[src/rtl/surge_pkg.sv]
package surge_pkg;
  typedef enum logic [1:0] {
    ST_IDLE = 2'd0,
    ST_ENG1 = 2'd1,
    ST_ENG2 = 2'd2,
    ST_REL  = 2'd3
  } st_e;

  typedef enum logic [1:0] {
    REL_HOLD  = 2'd0,
    REL_MOD   = 2'd1,
    REL_BRAKE = 2'd2
  } rel_e;
endpackage

[src/rtl/surge_detect.sv]
module surge_detect #(
  parameter int EW = 12
) (
  input  logic                 clk,
  input  logic                 rst,
  input  logic signed [EW-1:0] err_i,
  input  logic [EW-2:0]        eng1_thr,
  input  logic [EW-2:0]        eng2_thr,
  input  logic [EW-2:0]        rel_thr,
  output logic                 e1_f,
  output logic                 e2_f,
  output logic                 rel_f
);
  localparam int NCMP = 3;

  logic signed [EW-1:0] lo1, lo2, hi;
  logic [NCMP-1:0] raw, smp;

  assign lo1 = -$signed({1'b0, eng1_thr});
  assign lo2 = -$signed({1'b0, eng2_thr});
  assign hi  =  $signed({1'b0, rel_thr});

  assign raw[0] = err_i < lo1;
  assign raw[1] = err_i < lo2;
  assign raw[2] = err_i > hi;

  // two-sample confirmation: a flag rises only if the previous sample agreed
  always_ff @(posedge clk) begin
    if (rst) begin
      smp   <= '0;
      e1_f  <= 1'b0;
      e2_f  <= 1'b0;
      rel_f <= 1'b0;
    end else begin
      smp   <= raw;
      e1_f  <= raw[0] & smp[0];
      e2_f  <= raw[1] & smp[1];
      rel_f <= raw[2] & smp[2];
    end
  end
endmodule

[src/rtl/surge_ctrl.sv]
module surge_ctrl
  import surge_pkg::*;
#(
  parameter int TW = 6
) (
  input  logic          clk,
  input  logic          rst,
  input  logic          e1_f,
  input  logic          e2_f,
  input  logic          rel_f,
  input  logic [TW-1:0] exit_len,
  output st_e           st
);
  logic [TW-1:0] quiet;
  logic [TW:0]   quiet_nx;
  logic          any_f;

  assign any_f    = e1_f | e2_f | rel_f;
  assign quiet_nx = {1'b0, quiet} + {{TW{1'b0}}, 1'b1};

  always_ff @(posedge clk) begin
    if (rst) begin
      st    <= ST_IDLE;
      quiet <= '0;
    end else begin
      if (any_f) quiet <= '0;
      if (e2_f) begin
        st <= ST_ENG2;
      end else if (e1_f && st != ST_ENG2) begin
        st <= ST_ENG1;
      end else if (rel_f) begin
        st <= ST_REL;
      end else if (!any_f && st != ST_IDLE) begin
        if (quiet_nx >= {1'b0, exit_len}) begin
          st    <= ST_IDLE;
          quiet <= '0;
        end else begin
          quiet <= quiet_nx[TW-1:0];
        end
      end
    end
  end
endmodule

[src/rtl/surge_pulse.sv]
module surge_pulse #(
  parameter int TW = 6
) (
  input  logic          clk,
  input  logic          rst,
  input  logic          fire,
  input  logic [TW-1:0] on_min,
  input  logic [TW-1:0] off_min,
  output logic          pulse
);
  logic [TW-1:0] tmr, on_len, off_len;
  logic          on_q;

  assign on_len  = (on_min  == '0) ? '0 : on_min  - 1'b1;
  assign off_len = (off_min == '0) ? '0 : off_min - 1'b1;
  assign pulse   = on_q;

  always_ff @(posedge clk) begin
    if (rst) begin
      on_q <= 1'b0;
      tmr  <= '0;
    end else if (on_q) begin
      if (tmr == '0) begin
        on_q <= 1'b0;
        tmr  <= off_len;
      end else begin
        tmr <= tmr - 1'b1;
      end
    end else if (tmr != '0) begin
      tmr <= tmr - 1'b1;
    end else if (fire) begin
      on_q <= 1'b1;
      tmr  <= on_len;
    end
  end
endmodule

[src/rtl/surge_injector.sv]
module surge_injector
  import surge_pkg::*;
#(
  parameter int NPH = 6,
  parameter int EW  = 12,
  parameter int CW  = 8,
  parameter int TW  = 6
) (
  input  logic                 clk,
  input  logic                 rst,
  input  logic signed [EW-1:0] err_i,
  input  logic [EW-2:0]        eng1_thr,
  input  logic [EW-2:0]        eng2_thr,
  input  logic [EW-2:0]        rel_thr,
  input  logic [NPH-1:0]       lvl1_mask,
  input  logic [NPH-1:0]       lvl2_mask,
  input  logic [CW-1:0]        slot_len,
  input  logic [NPH*CW-1:0]    ph_cnt,
  input  logic [1:0]           rel_mode,
  input  logic [TW-1:0]        on_min,
  input  logic [TW-1:0]        off_min,
  input  logic [TW-1:0]        exit_len,
  input  logic [NPH-1:0]       pwm_lin,
  input  logic [NPH-1:0]       ls_lin,
  output logic [NPH-1:0]       pwm_o,
  output logic [NPH-1:0]       ls_o
);
  logic e1_f, e2_f, rel_f;
  st_e  st;
  logic [NPH-1:0] slot_ok, en, fire, pulse_v;

  surge_detect #(.EW(EW)) u_det (
    .clk(clk), .rst(rst), .err_i(err_i),
    .eng1_thr(eng1_thr), .eng2_thr(eng2_thr), .rel_thr(rel_thr),
    .e1_f(e1_f), .e2_f(e2_f), .rel_f(rel_f)
  );

  surge_ctrl #(.TW(TW)) u_ctl (
    .clk(clk), .rst(rst), .e1_f(e1_f), .e2_f(e2_f), .rel_f(rel_f),
    .exit_len(exit_len), .st(st)
  );

  always_comb begin
    for (int i = 0; i < NPH; i++) begin
      unique case (st)
        ST_ENG1: en[i] = lvl1_mask[i];
        ST_ENG2: en[i] = lvl1_mask[i] | lvl2_mask[i];
        ST_REL:  en[i] = (rel_mode == REL_MOD);
        default: en[i] = 1'b0;
      endcase
    end
  end

  for (genvar g = 0; g < NPH; g++) begin : g_ph
    assign slot_ok[g] = ph_cnt[g*CW +: CW] < slot_len;
    assign fire[g]    = en[g] & slot_ok[g];
    surge_pulse #(.TW(TW)) u_pg (
      .clk(clk), .rst(rst), .fire(fire[g]),
      .on_min(on_min), .off_min(off_min), .pulse(pulse_v[g])
    );
  end

  always_ff @(posedge clk) begin
    if (rst) begin
      pwm_o <= '0;
      ls_o  <= '0;
    end else begin
      unique case (st)
        ST_ENG1, ST_ENG2: begin
          pwm_o <= pwm_lin | (pulse_v & en);
          ls_o  <= ls_lin & ~(pulse_v & en);
        end
        ST_REL: begin
          pwm_o <= '0;
          case (rel_mode)
            REL_HOLD: ls_o <= '1;
            REL_MOD:  ls_o <= pulse_v;
            default:  ls_o <= '0;
          endcase
        end
        default: begin
          pwm_o <= pwm_lin;
          ls_o  <= ls_lin;
        end
      endcase
    end
  end
endmodule

[config.mk]
export PLATFORM = sky130hd
export DESIGN_NAME = surge_injector
export DESIGN_NICKNAME = d
export VERILOG_FILES = /design/src/rtl/surge_pkg.sv /design/src/rtl/surge_detect.sv /design/src/rtl/surge_ctrl.sv /design/src/rtl/surge_pulse.sv /design/src/rtl/surge_injector.sv
export SDC_FILE = /design/constraint.sdc
export NUM_CORES = 1
export LEC_CHECK = 0
export BUFFER_PORTS_ARGS = -buffer_cell sky130_fd_sc_hd__buf_4
export CORE_MARGIN = 2
export CORE_UTILIZATION = 50
export DETAILED_ROUTE_END_ITERATION = 6
export GPL_TIMING_DRIVEN = 0
export PLACE_DENSITY_LB_ADDON = 0.3
export RECOVER_POWER = 50
export SKIP_CTS_REPAIR_TIMING = 1
export SLEW_MARGIN = 20
export SYNTH_ARGS = -nofsm -noshare
export SYNTH_HDL_FRONTEND = slang
export SYNTH_SLANG_ARGS = --single-unit
[constraint.sdc]
create_clock -name clk -period 2.3 [get_ports clk]
set_input_delay 0.46 -clock clk [delete_from_list [all_inputs] [get_ports clk]]
set_output_delay 0.46 -clock clk [all_outputs]
set_load 0.02 [all_outputs]
* Yosys cells after proc, flatten, opt, wreduce, memory -nomap -nowiden *
Index checks and enable logic that the tools add are counted.

storage, ports and cells
  register bits = 68
  latch bits = 0
  bits in writable memories = 0
  bits in read-only memories = 0
  input bits = 147
  memories = 0

operators by class
  add/sub/neg operators = 11
  multipliers = 0
  divide/modulo/power cells = 0
  order comparisons = 10
  equal/unequal tests = 5
  shift-type cells = 0
  multiplexer cells = 70
  bitwise operators = 21
  reduce and logical (&&, ||, !) cells = 33

operators by type and width
  kind                                                                 count
  6-bit two-way mux                                                    32
  6-bit logical NOT                                                    8
  8-bit less-than comparator                                           6
  6-bit by 1-bit subtractor with 6-bit output (second input constant)  8
  6-bit one-hot mux with 2 select lines                                3
  6-bit nonzero test                                                   6
  12-bit less-than comparator                                          2
  1-bit two-way mux                                                    24
  11-bit negator with 12-bit output                                    2
  3-bit nonzero test                                                   8
  1-bit one-hot mux with 3 select lines                                6
  6-bit bitwise AND                                                    2
  12-bit > comparator                                                  1
  2-bit two-way mux                                                    5
  1-bit bitwise AND                                                    9
  1-bit bitwise OR                                                     8
  4-bit nonzero test                                                   2
  6-bit by 1-bit adder with 7-bit output (second input constant)       1
  7-bit by 6-bit >= comparator with 1-bit output                       1
  6-bit NOT                                                            1
  6-bit bitwise OR                                                     1
  2-bit by 1-bit == test with 1-bit output (second input constant)     2
  2-bit == test (second input constant)                                2
  2-bit AND reduction                                                  2
  6 further kinds                                                      8

* Longest topological paths before layout *
Gate-level depths: netlist of run 1.

  word-level depth = 8
  mapped depth = 11

* Cells and area by module *
From an unflattened synthesis of run 1, not the netlist that was laid out.

unflattened totals
  cell total of the unflattened synthesis = 952
  area, all modules = 7837.5 um^2

by module, submodules not included
  module                          instances  cells an instance  area each (um^2)  sequential area each (um^2)
  surge_pulse (g_ph[0].u_pg ...)  5          87                 716.9             140.1
  surge_injector                  1          190                1616.6            240.2
  surge_detect                    1          168                1315.0            120.1
  surge_pulse (g_ph[5].u_pg)      1          86                 680.7             140.1
  surge_ctrl                      1          73                 640.6             160.2

* Worst setup path after synthesis of run 1 *
Ideal clock, no wire load.

  kind = input port to flip-flop
  start = input eng2_thr[5]
  end = register u_det.smp[1]
  data arrival time = 2.355 ns
  required time = 2.230 ns
  setup slack = -0.126 ns
  stages on the path = 10
  path buffers = 0
  cells stage by stage = or4_1 -> nor2_1 -> nand2_1 -> xnor2_1 -> ha_1 -> nand4_1 -> nor2_1 -> a2111oi_0 -> o211ai_1 -> a21oi_1

on the way
  cells in the longest elaborated chain, start to end = 2

RTL lines
  element                            line                  RTL
  start, declared                    surge_injector.sv:13  input logic [EW-2:0] eng2_thr,
  11-bit negator with 12-bit output  surge_detect.sv:20    assign lo2 = -$signed({1'b0, eng2_thr});
  12-bit less-than comparator        surge_detect.sv:24    assign raw[1] = err_i < lo2;
  end signal, assigned               surge_detect.sv:35    smp <= raw;
  end, declared                      surge_detect.sv:17    logic [NCMP-1:0] raw, smp;

No other way between the ends.
A chain may end at the register's enable or synchronous reset.

* Worst setup path in the final report of run 1 *
Ends and elaborated chain as after synthesis.

==> results of run 1 <==
==> Yosys cell counts (4+ instances only) <==
library cell  number  area share
o221ai_1           8       0.011
xor2_1            20       0.026
a31oi_1            6      0.0056
nor2b_1            8      0.0075
xnor2_1           16       0.021
nand2b_1          15       0.014
a21o_1             7      0.0079
a21oi_1           50       0.038
a32oi_1            4      0.0053
o21a_1             9       0.010
or3_1             12       0.011
nor2_1            69       0.039
a2111oi_2          9       0.020
a21oi_2            4      0.0053
a311oi_1           4      0.0053
nand3b_1          10       0.011
o21ai_0           24       0.018
and2_1             5      0.0047
mux2i_1           11       0.017
o211ai_1          14       0.016
nor3_1            25       0.019
and3_1             5      0.0047
ha_1             103        0.19
nor3b_2            4      0.0075
buf_2              6      0.0045
nand2_1           70       0.039
a2111oi_0          6      0.0079
a211oi_1          22       0.025
dfxtp_1           68        0.20
o22ai_1            7      0.0066
nor4_1             6      0.0056
nand3_1           29       0.022
o21ai_1           10      0.0075
clkbuf_1          14      0.0079
inv_1             63       0.035
nand4_1           13       0.012
==> worst paths after layout <==
path,startpoint,end,slack (ps),cells past startpoint
max,eng2_thr[5],u_det.smp[1],3,11
min,pwm_lin[2],pwm_o[2],340,3
max reg2reg,u_ctl.st[0],g_ph[2].u_pg.tmr[5],130,7
min reg2reg,u_det.smp[2],u_det.rel_f,420,2
==> power groups by stage <==
stage / Sequential [mW] / Combinational [mW] / Clock (mW)
4_1_cts: 1.69 / 3.13 / 1.40
3_3_place_gp: 1.71 / 3.05 / 0
2_1_floorplan: 1.67 / 2.37 / 0
6_report: 1.70 / 3.16 / 1.39
3_5_place_dp: 1.72 / 3.11 / 0
5_1_grt: 1.74 / 3.55 / 1.46
==> cells by family after synthesis <==
group | after synthesis | synth area share
and+or+nand+nor | 290 | 0.223
buffers and inverters | 85 | 0.0496
AOI/OAI and AO/OA | 231 | 0.261
muxes | 14 | 0.0220
adders and majority gates | 103 | 0.193
xor gates and xnor gates | 36 | 0.0473
DFF | 68 | 0.204
==> routing by layer <==
metal,vias up,share of wire,GRT usage
met4,0,0.033,0.117
met2,269,0.47,0.455
li1,3423,-,-
met5,-,0,0
met1,3161,0.43,0.338
met3,48,0.071,0.0527
==> worst reg2reg max path, delay by kind of cell (launching register included) <==
kind	cells	cell delay (ps)
AO/OA/AOI/OAI	4	1200
adder cells (fa/ha/maj)	1	220
buffers and inverters	2	270
flip-flops	1	380
==> final cells by class <==
class / instances / area [um2]
Tap cell: 176 / 220
Fill cell: 1160 / 4630
Buffer: 22 / 93.8
Multi-Input combinational cell: 674 / 5140
Sequential cell: 68 / 1360
Clock inverter: 2 / 35.0
Clock buffer: 12 / 256
Inverter: 63 / 239
Timing Repair Buffer: 160 / 1160
==> stage by stage <==
| stage | hold slack [ps] | area, um2 | power [mW] | instances | TNS [ps] |
|---|---|---|---|---|---|
| 2_1_floorplan | 395 | 6720 | 4.04 | 827 | -161 |
| 3_3_place_gp | 408 | 8120 | 4.77 | 1160 | -4080 |
| 3_5_place_dp | 415 | 8120 | 4.82 | 1160 | -4430 |
| 4_1_cts | 328 | 8410 | 6.22 | 1174 | -165 |
| 5_1_grt | 347 | 8510 | 6.74 | 1177 | -305 |
| 6_report | 339 | 8510 | 6.25 | 1177 | 0 |
==> state kept, by name, summed over array words and instances (netlist names) <==
name,cells
g_ph.u_pg.tmr,36
u_det.rel_f,1
pwm_o,6
u_det.smp,3
u_det.e2_f,1
u_ctl.st,2
u_det.e1_f,1
g_ph.u_pg.pulse,6
u_ctl.quiet,6
ls_o,6
==> impl_metrics.yaml, run 1 <==
critical_path:
  criticalPathCategory: "in -> reg"
  crit_buf_inv: 1
  worstPathRequired_ps: 2560
  critPathCaptureType: "register"
  crit_path_frequent_cell: "a21oi_1"
  slowest_stage: "or4_4"
  crit_arrival_ps: 2560
  cp_cell_sequence: "buf_4 -> or4_4 -> nor2_4 -> nand2_2 -> nor3_2 -> xor2_1 -> ha_1 -> a21o_1 -> a21oi_1 -> o211ai_1 -> a21oi_1"
  crit_fanout: 3
  critPathLaunchType: "primary input"
  path_delay_family: "simple AND/OR/NAND/NOR gates"
  max_stage_delay_ps: 550
clock_network:
  clock_latency_ps: 340
  numCtsBuffers: 9
  clk_pin_slew_ps: 50
  cts_tree: "yes"
  cts_num_sinks: 68
  clockRootBuffer: "clkbuf_16"
  cts.htree.levels: 3
  clock_path_buffers: 2
run:
  maxCapViolations: 0
final_layout:
  drive_above_1_share: 0.239
  final_cell_mix: "buf_4 (146), ha_1 (102), nand2_1 (68), dfxtp_1 (68), nor2_1 (63)"
  nets: 1248
  antennaDiodeCount: 0
  area_growth_pct: 27.6
  final_common_cell: "buf_4"
  final_util: 0.648
yosys:
  async_reset_ff_frac: 0
  seq_area_frac_synth: 0.204
  syn_nets: 1077
  avgSynthCellArea_um2: 8.06
  synthCells: 827
  ys_seq_elements: 68
  syn-cell-area_um2: 6670
  synth_edf_count: 0
  synth_flop_cell: "dfxtp_1"
  yosys_warnings: 0
  ys_types: 81
routing:
  drt_first_pass_iters: 5
  route.detailed.drc: 0
  final_antenna_net_count: 0
  routed_wl_um: 19500
  wire_per_inst_um: 16.6
  drt_iter0_markers: 421
  via_per_inst: 5.86
  vias: 6901
global_routing:
  track_usage: 0.271
  antenna_found_initial: 0
  grt_pass1_wl_um: 31100
  grt_pass1_vias: 6564
  grt_overflow: 0
  grt_max_degree: 11
sta:
  clock.fmax_mhz: 435
  maxSlewViolCount: 0
  fin_worst_skew_ps: 7.03
  period_share: 0.999
  relSlewSlack: 0.424
  setup_violations: 0
  rsz0062_at_grt: "true"
  hold_violations: 0
  worst_slack_ps: 2.59
  max_slew.worst_pin.slew_ps: 865
  min_period_ps: 2300
pwr:
  p_leak_nw: 3.72
  p_sw_mw: 2.51
  swShare: 0.401
  powerDensity_nw_per_um2: 735
  clkPwrFrac: 0.222
  p_comb_frac: 0.505
  ir_drop_mv: 0.481
  internal_power_mw: 3.74
  seq_power_share: 0.272
die:
  die_x_um: 119
  die_y_um: 119
  io_pins: 159
  core_um2: 13100
  rows: 42
  start_util: 0.507
  dieArea_um2: 14300
placement:
  placement.setup.worst_slack_ps: -464
  place.detailed.hpwl_um: 15200
  port_buffers: 157
  globalplace.congestion: 1.02
run_status:
  status: "finished, final reports clean"
min_path:
  holdCritPathClass: "in -> reg"
No activity file was read; power rests on OpenSTA's default activity.
==> inputs of run 2 (changes only) <==
Settings changed: GPL_TIMING_DRIVEN 0 to default.
==> impl_metrics.yaml, run 2 (synthesis results as in run 1) <==
run_status:
  status: "finished, final reports clean"
routing:
  drt_first_pass_iters: 5
  via_per_inst: 5.78
  route.detailed.drc: 0
  routed_wl_um: 19100
  drt_iter0_markers: 473
  final_antenna_net_count: 0
  met2WireLength_um: 9010
  vias: 6949
  wire_per_inst_um: 15.9
  dr.max_layer_used: "met4"
  met1_length_um: 8240
  wl_met3_um: 1170
clock_network:
  cts_tree: "yes"
  clockRootBuffer: "clkbuf_16"
  cts.htree.levels: 3
  numCtsBuffers: 9
  clock_latency_ps: 330
  cts_num_sinks: 68
  clock_path_buffers: 2
  clk_pin_slew_ps: 60
global_routing:
  grt_pass1_vias: 6688
  grt_max_degree: 22
  grt_overflow: 0
  track_usage: 0.264
  grt_pass1_wl_um: 30900
  antenna_found_initial: 0
final_layout:
  drive_above_1_share: 0.258
  antennaDiodeCount: 0
  multiInputGateArea_um2: 5080
  regMostFlops: "g_ph.u_pg.tmr"
  area_growth_pct: 30.1
  final_common_cell: "buf_4"
  seq_area_um2: 1360
  design_area_um2: 8670
  fillCellCount: 1123
  largest_reg_flops: 36
  nets: 1273
  final_util: 0.660
  final_cell_mix: "buf_4 (189), ha_1 (102), nand2_1 (68), dfxtp_1 (68), nor2_1 (66)"
sta:
  hold_violations: 0
  setup-tns-final_ps: 0
  fin_worst_skew_ps: 9.86
  maxSlewViolCount: 0
  period_share: 0.963
  rsz0062_at_grt: "true"
  min_period_ps: 2220
  max_slew.worst_pin.slew_ps: 605
  setup_violations: 0
  relSlewSlack: 0.596
  clock.fmax_mhz: 451
critical_path:
  crit_fanout: 20
  r2r_slack_ps: 80
  crit_buf_inv: 2
  criticalPathCategory: "reg -> reg"
  cp_cell_sequence: "inv_1 -> ha_1 -> buf_4 -> or3b_1 -> nor2_2 -> o21ai_1 -> or3_1 -> a21oi_1"
  path_delay_family: "simple AND/OR/NAND/NOR gates"
  worstPathRequired_ps: 2560
  critPathCaptureType: "register"
  crit_arrival_ps: 2480
  critPathLaunchType: "register"
  slowest_stage: "or3b_1"
  max_stage_delay_ps: 540
pwr:
  powerDensity_nw_per_um2: 721
  p_total_mw: 6.25
  p_leak_nw: 3.89
  ir_drop_mv: 0.502
placement:
  port_buffers: 158
  place_area_um2: 8400
  globalplace.congestion: 0.931
  place.detailed.hpwl_um: 15300
run:
  maxCapViolations: 0
die:
  io_pins: 159
  die_y_um: 119
  start_util: 0.507
  dieArea_um2: 14300
  rows: 42
  die_x_um: 119
  core_um2: 13100
min_path:
  holdCritPathClass: "in -> reg"
==> run 2: final cells by class <==
| cell class | instances | area share |
|---|---|---|
| clock inverter | 2 | 0.00115 |
| clock buffer | 13 | 0.0300 |
| tap | 176 | 0.0254 |
| timing repair buffer | 207 | 0.174 |
| multi-input combinational | 674 | 0.585 |
| sequential | 68 | 0.157 |
| inverter | 63 | 0.0275 |
==> run 2: where the power goes <==
group | leakage, nW | internal, mW | switching (mW)
clock network | 0.135 | 0.779 | 0.495
registers | 0.560 | 1.46 | 0.248
logic | 3.19 | 1.47 | 1.80
total | 3.89 | 3.71 | 2.54
==> run 2: path summary, 6_finish.rpt <==
kind                                      endpoint  cells after the start         start
worst min register to register         u_det.rel_f                      2  u_det.smp[2]
worst min-delay path                      pwm_o[0]                      3    pwm_lin[0]
worst max register to register  g_ph[3].u_pg.pulse                      8   u_ctl.st[1]
worst max-delay path            g_ph[3].u_pg.pulse                      8   u_ctl.st[1]
==> run 2: per-layer routing <==
layer  GRT usage  vias up
li1            -     3479
met1       0.339     3162
met2       0.440      255
met3      0.0302       53
met4       0.124        0
met5           0        -
==> run 2: worst min-delay path, cell delays in order <==
cell,delay (ps)
buf_4,80
a21oi_1,30
nor2_1,70
==> run 2: per-stage QoR <==
step	cells	hold WS, ps	setup slack (ps)
after CTS	1203	338	-2.33
final	1203	346	84.0
after global placement	1188	405	-334
after global routing	1203	363	-115
after detailed placement	1188	405	-326
after floorplan	827	395	-77.1
==> inputs of run 3 (changes only) <==
Settings changed: REMOVE_ABC_BUFFERS from default to 1.
==> impl_metrics.yaml, run 3 (synthesis results as in run 1) <==
global_routing:
  grt_overflow: 0
  antenna_found_initial: 0
  grt_max_degree: 49
  grt_pass1_vias: 6747
  grt_pass1_wl_um: 30900
  track_usage: 0.265
routing:
  vias: 6965
  wire_per_inst_um: 15.9
  routed_wl_um: 19100
  final_antenna_net_count: 0
  route.detailed.drc: 0
  drt_first_pass_iters: 5
  via_per_inst: 5.78
  drt_iter0_markers: 619
placement:
  place.detailed.hpwl_um: 15100
  globalplace.congestion: 0.920
  place_area_um2: 8400
  port_buffers: 158
  placement.setup.worst_slack_ps: -652
run:
  maxCapViolations: 0
pwr:
  p_sw_mw: 2.62
  ir_drop_mv: 0.525
  powerDensity_nw_per_um2: 748
  p_comb_frac: 0.498
  seq_power_share: 0.256
  internal_power_mw: 4.01
  p_leak_nw: 3.97
  clkPwrFrac: 0.246
  swShare: 0.395
critical_path:
  crit_arrival_ps: 2580
  criticalPathCategory: "in -> reg"
  reg2reg_depth: 8
  timing.rr.end: "g_ph[0].u_pg.tmr[5]"
  worstPathRequired_ps: 2570
  r2r-start: "u_ctl.st[1]"
  crit_fanout: 2
  r2r_slack_ps: 90
  critPathLaunchType: "primary input"
  critPathCaptureType: "register"
clock_network:
  cts_num_sinks: 68
  clk_pin_slew_ps: 60
  cts.htree.levels: 3
  cts_tree: "yes"
  clock_path_buffers: 2
  clockRootBuffer: "clkbuf_16"
  clock_latency_ps: 340
  numCtsBuffers: 9
sta:
  max_slew.worst_pin.slew_ps: 723
  maxSlewViolCount: 0
  timing.hold.ws_ps: 324
  fin_worst_skew_ps: 7.00
  period_share: 1.01
  min_period_ps: 2320
  hold_violations: 0
  rsz0062_at_grt: "true"
  relSlewSlack: 0.518
  setup_violations: 2
  worst_slack_ps: -17.3
  setup-tns-final_ps: -27.5
  clock.fmax_mhz: 432
final_layout:
  nets: 1275
  regMostFlops: "g_ph.u_pg.tmr"
  multiInputGateArea_um2: 5120
  area_growth_pct: 33.1
  final_common_cell: "buf_4"
  seq_area_um2: 1360
  antennaDiodeCount: 0
  design_area_um2: 8870
  final_cell_mix: "buf_4 (186), ha_1 (102), nand2_1 (68), dfxtp_1 (68), nor2_1 (66)"
  largest_reg_flops: 36
  final_util: 0.675
  fillCellCount: 1109
  drive_above_1_share: 0.268
die:
  rows: 42
  start_util: 0.507
  io_pins: 159
  die_x_um: 119
  core_um2: 13100
  dieArea_um2: 14300
  die_y_um: 119
min_path:
  worstHoldStart: "pwm_lin[4]"
  hold_end: "pwm_o[4]"
  holdCritPathClass: "in -> reg"
  hold_path_depth: 3
run_status:
  violations: "negative setup slack"
  status: "complete, but fails checks"
-- run 3: changes by cell type in the layout (fill, tap and decap cells not counted), sizes merged --
| cell | change |
|---|---|
| buf | +3 |
| bufinv | +3 |
| clkbuf | -5 |
| clkinvlp | +1 |
| inv | +1 |
-- run 3: power by group through the flow --
stage	clock, mW	sequential (mW)	combinational, mW
after CTS	1.65	1.69	3.26
after global routing	1.69	1.74	3.70
after floorplan	0	1.67	2.33
after global placement	0	1.71	3.16
after detailed placement	0	1.72	3.21
final	1.63	1.70	3.30
-- run 3: routing by layer --
layer | global-route usage | part of all wire
met1 | 0.325 | 0.42
met2 | 0.457 | 0.49
met3 | 0.0637 | 0.062
met4 | 0.0846 | 0.021
met5 | 0 | 0
-- run 3: worst max-delay path: stages --
cell	delay, ps
buf_4	110
or4_4	550
nor2_4	130
nand2_2	70
xnor2_1	120
ha_1	290
o21ai_0	90
nor2_1	90
a2111oi_4	360
o211ai_1	150
a21oi_1	160
-- run 3: cell type report --
class | instances | area share
Clock buffer | 9 | 0.0254
Clock inverter | 7 | 0.0140
Sequential cell | 68 | 0.153
Timing Repair Buffer | 209 | 0.177
Tap cell | 176 | 0.0248
Multi-Input combinational cell | 674 | 0.578
Inverter | 63 | 0.0272
-- run 3: per-stage QoR --
stage | std cells | total power [mW]
final | 1206 | 6.64
after global routing | 1206 | 7.13
after CTS | 1206 | 6.60
after detailed placement | 1190 | 4.93
after global placement | 1190 | 4.87
after floorplan | 805 | 4.01
-- run 3: worst max-delay path by stage --
stage                           start  slack, ps            to
after global routing      eng2_thr[2]       -110    u_det.e2_f
after floorplan           eng2_thr[5]       -120    u_det.e2_f
final                     eng2_thr[2]        -20  u_det.smp[1]
after CTS                 eng2_thr[5]       -310  u_det.smp[1]
after detailed placement  eng2_thr[5]       -650  u_det.smp[1]
after global placement    eng2_thr[5]       -480    u_det.e2_f
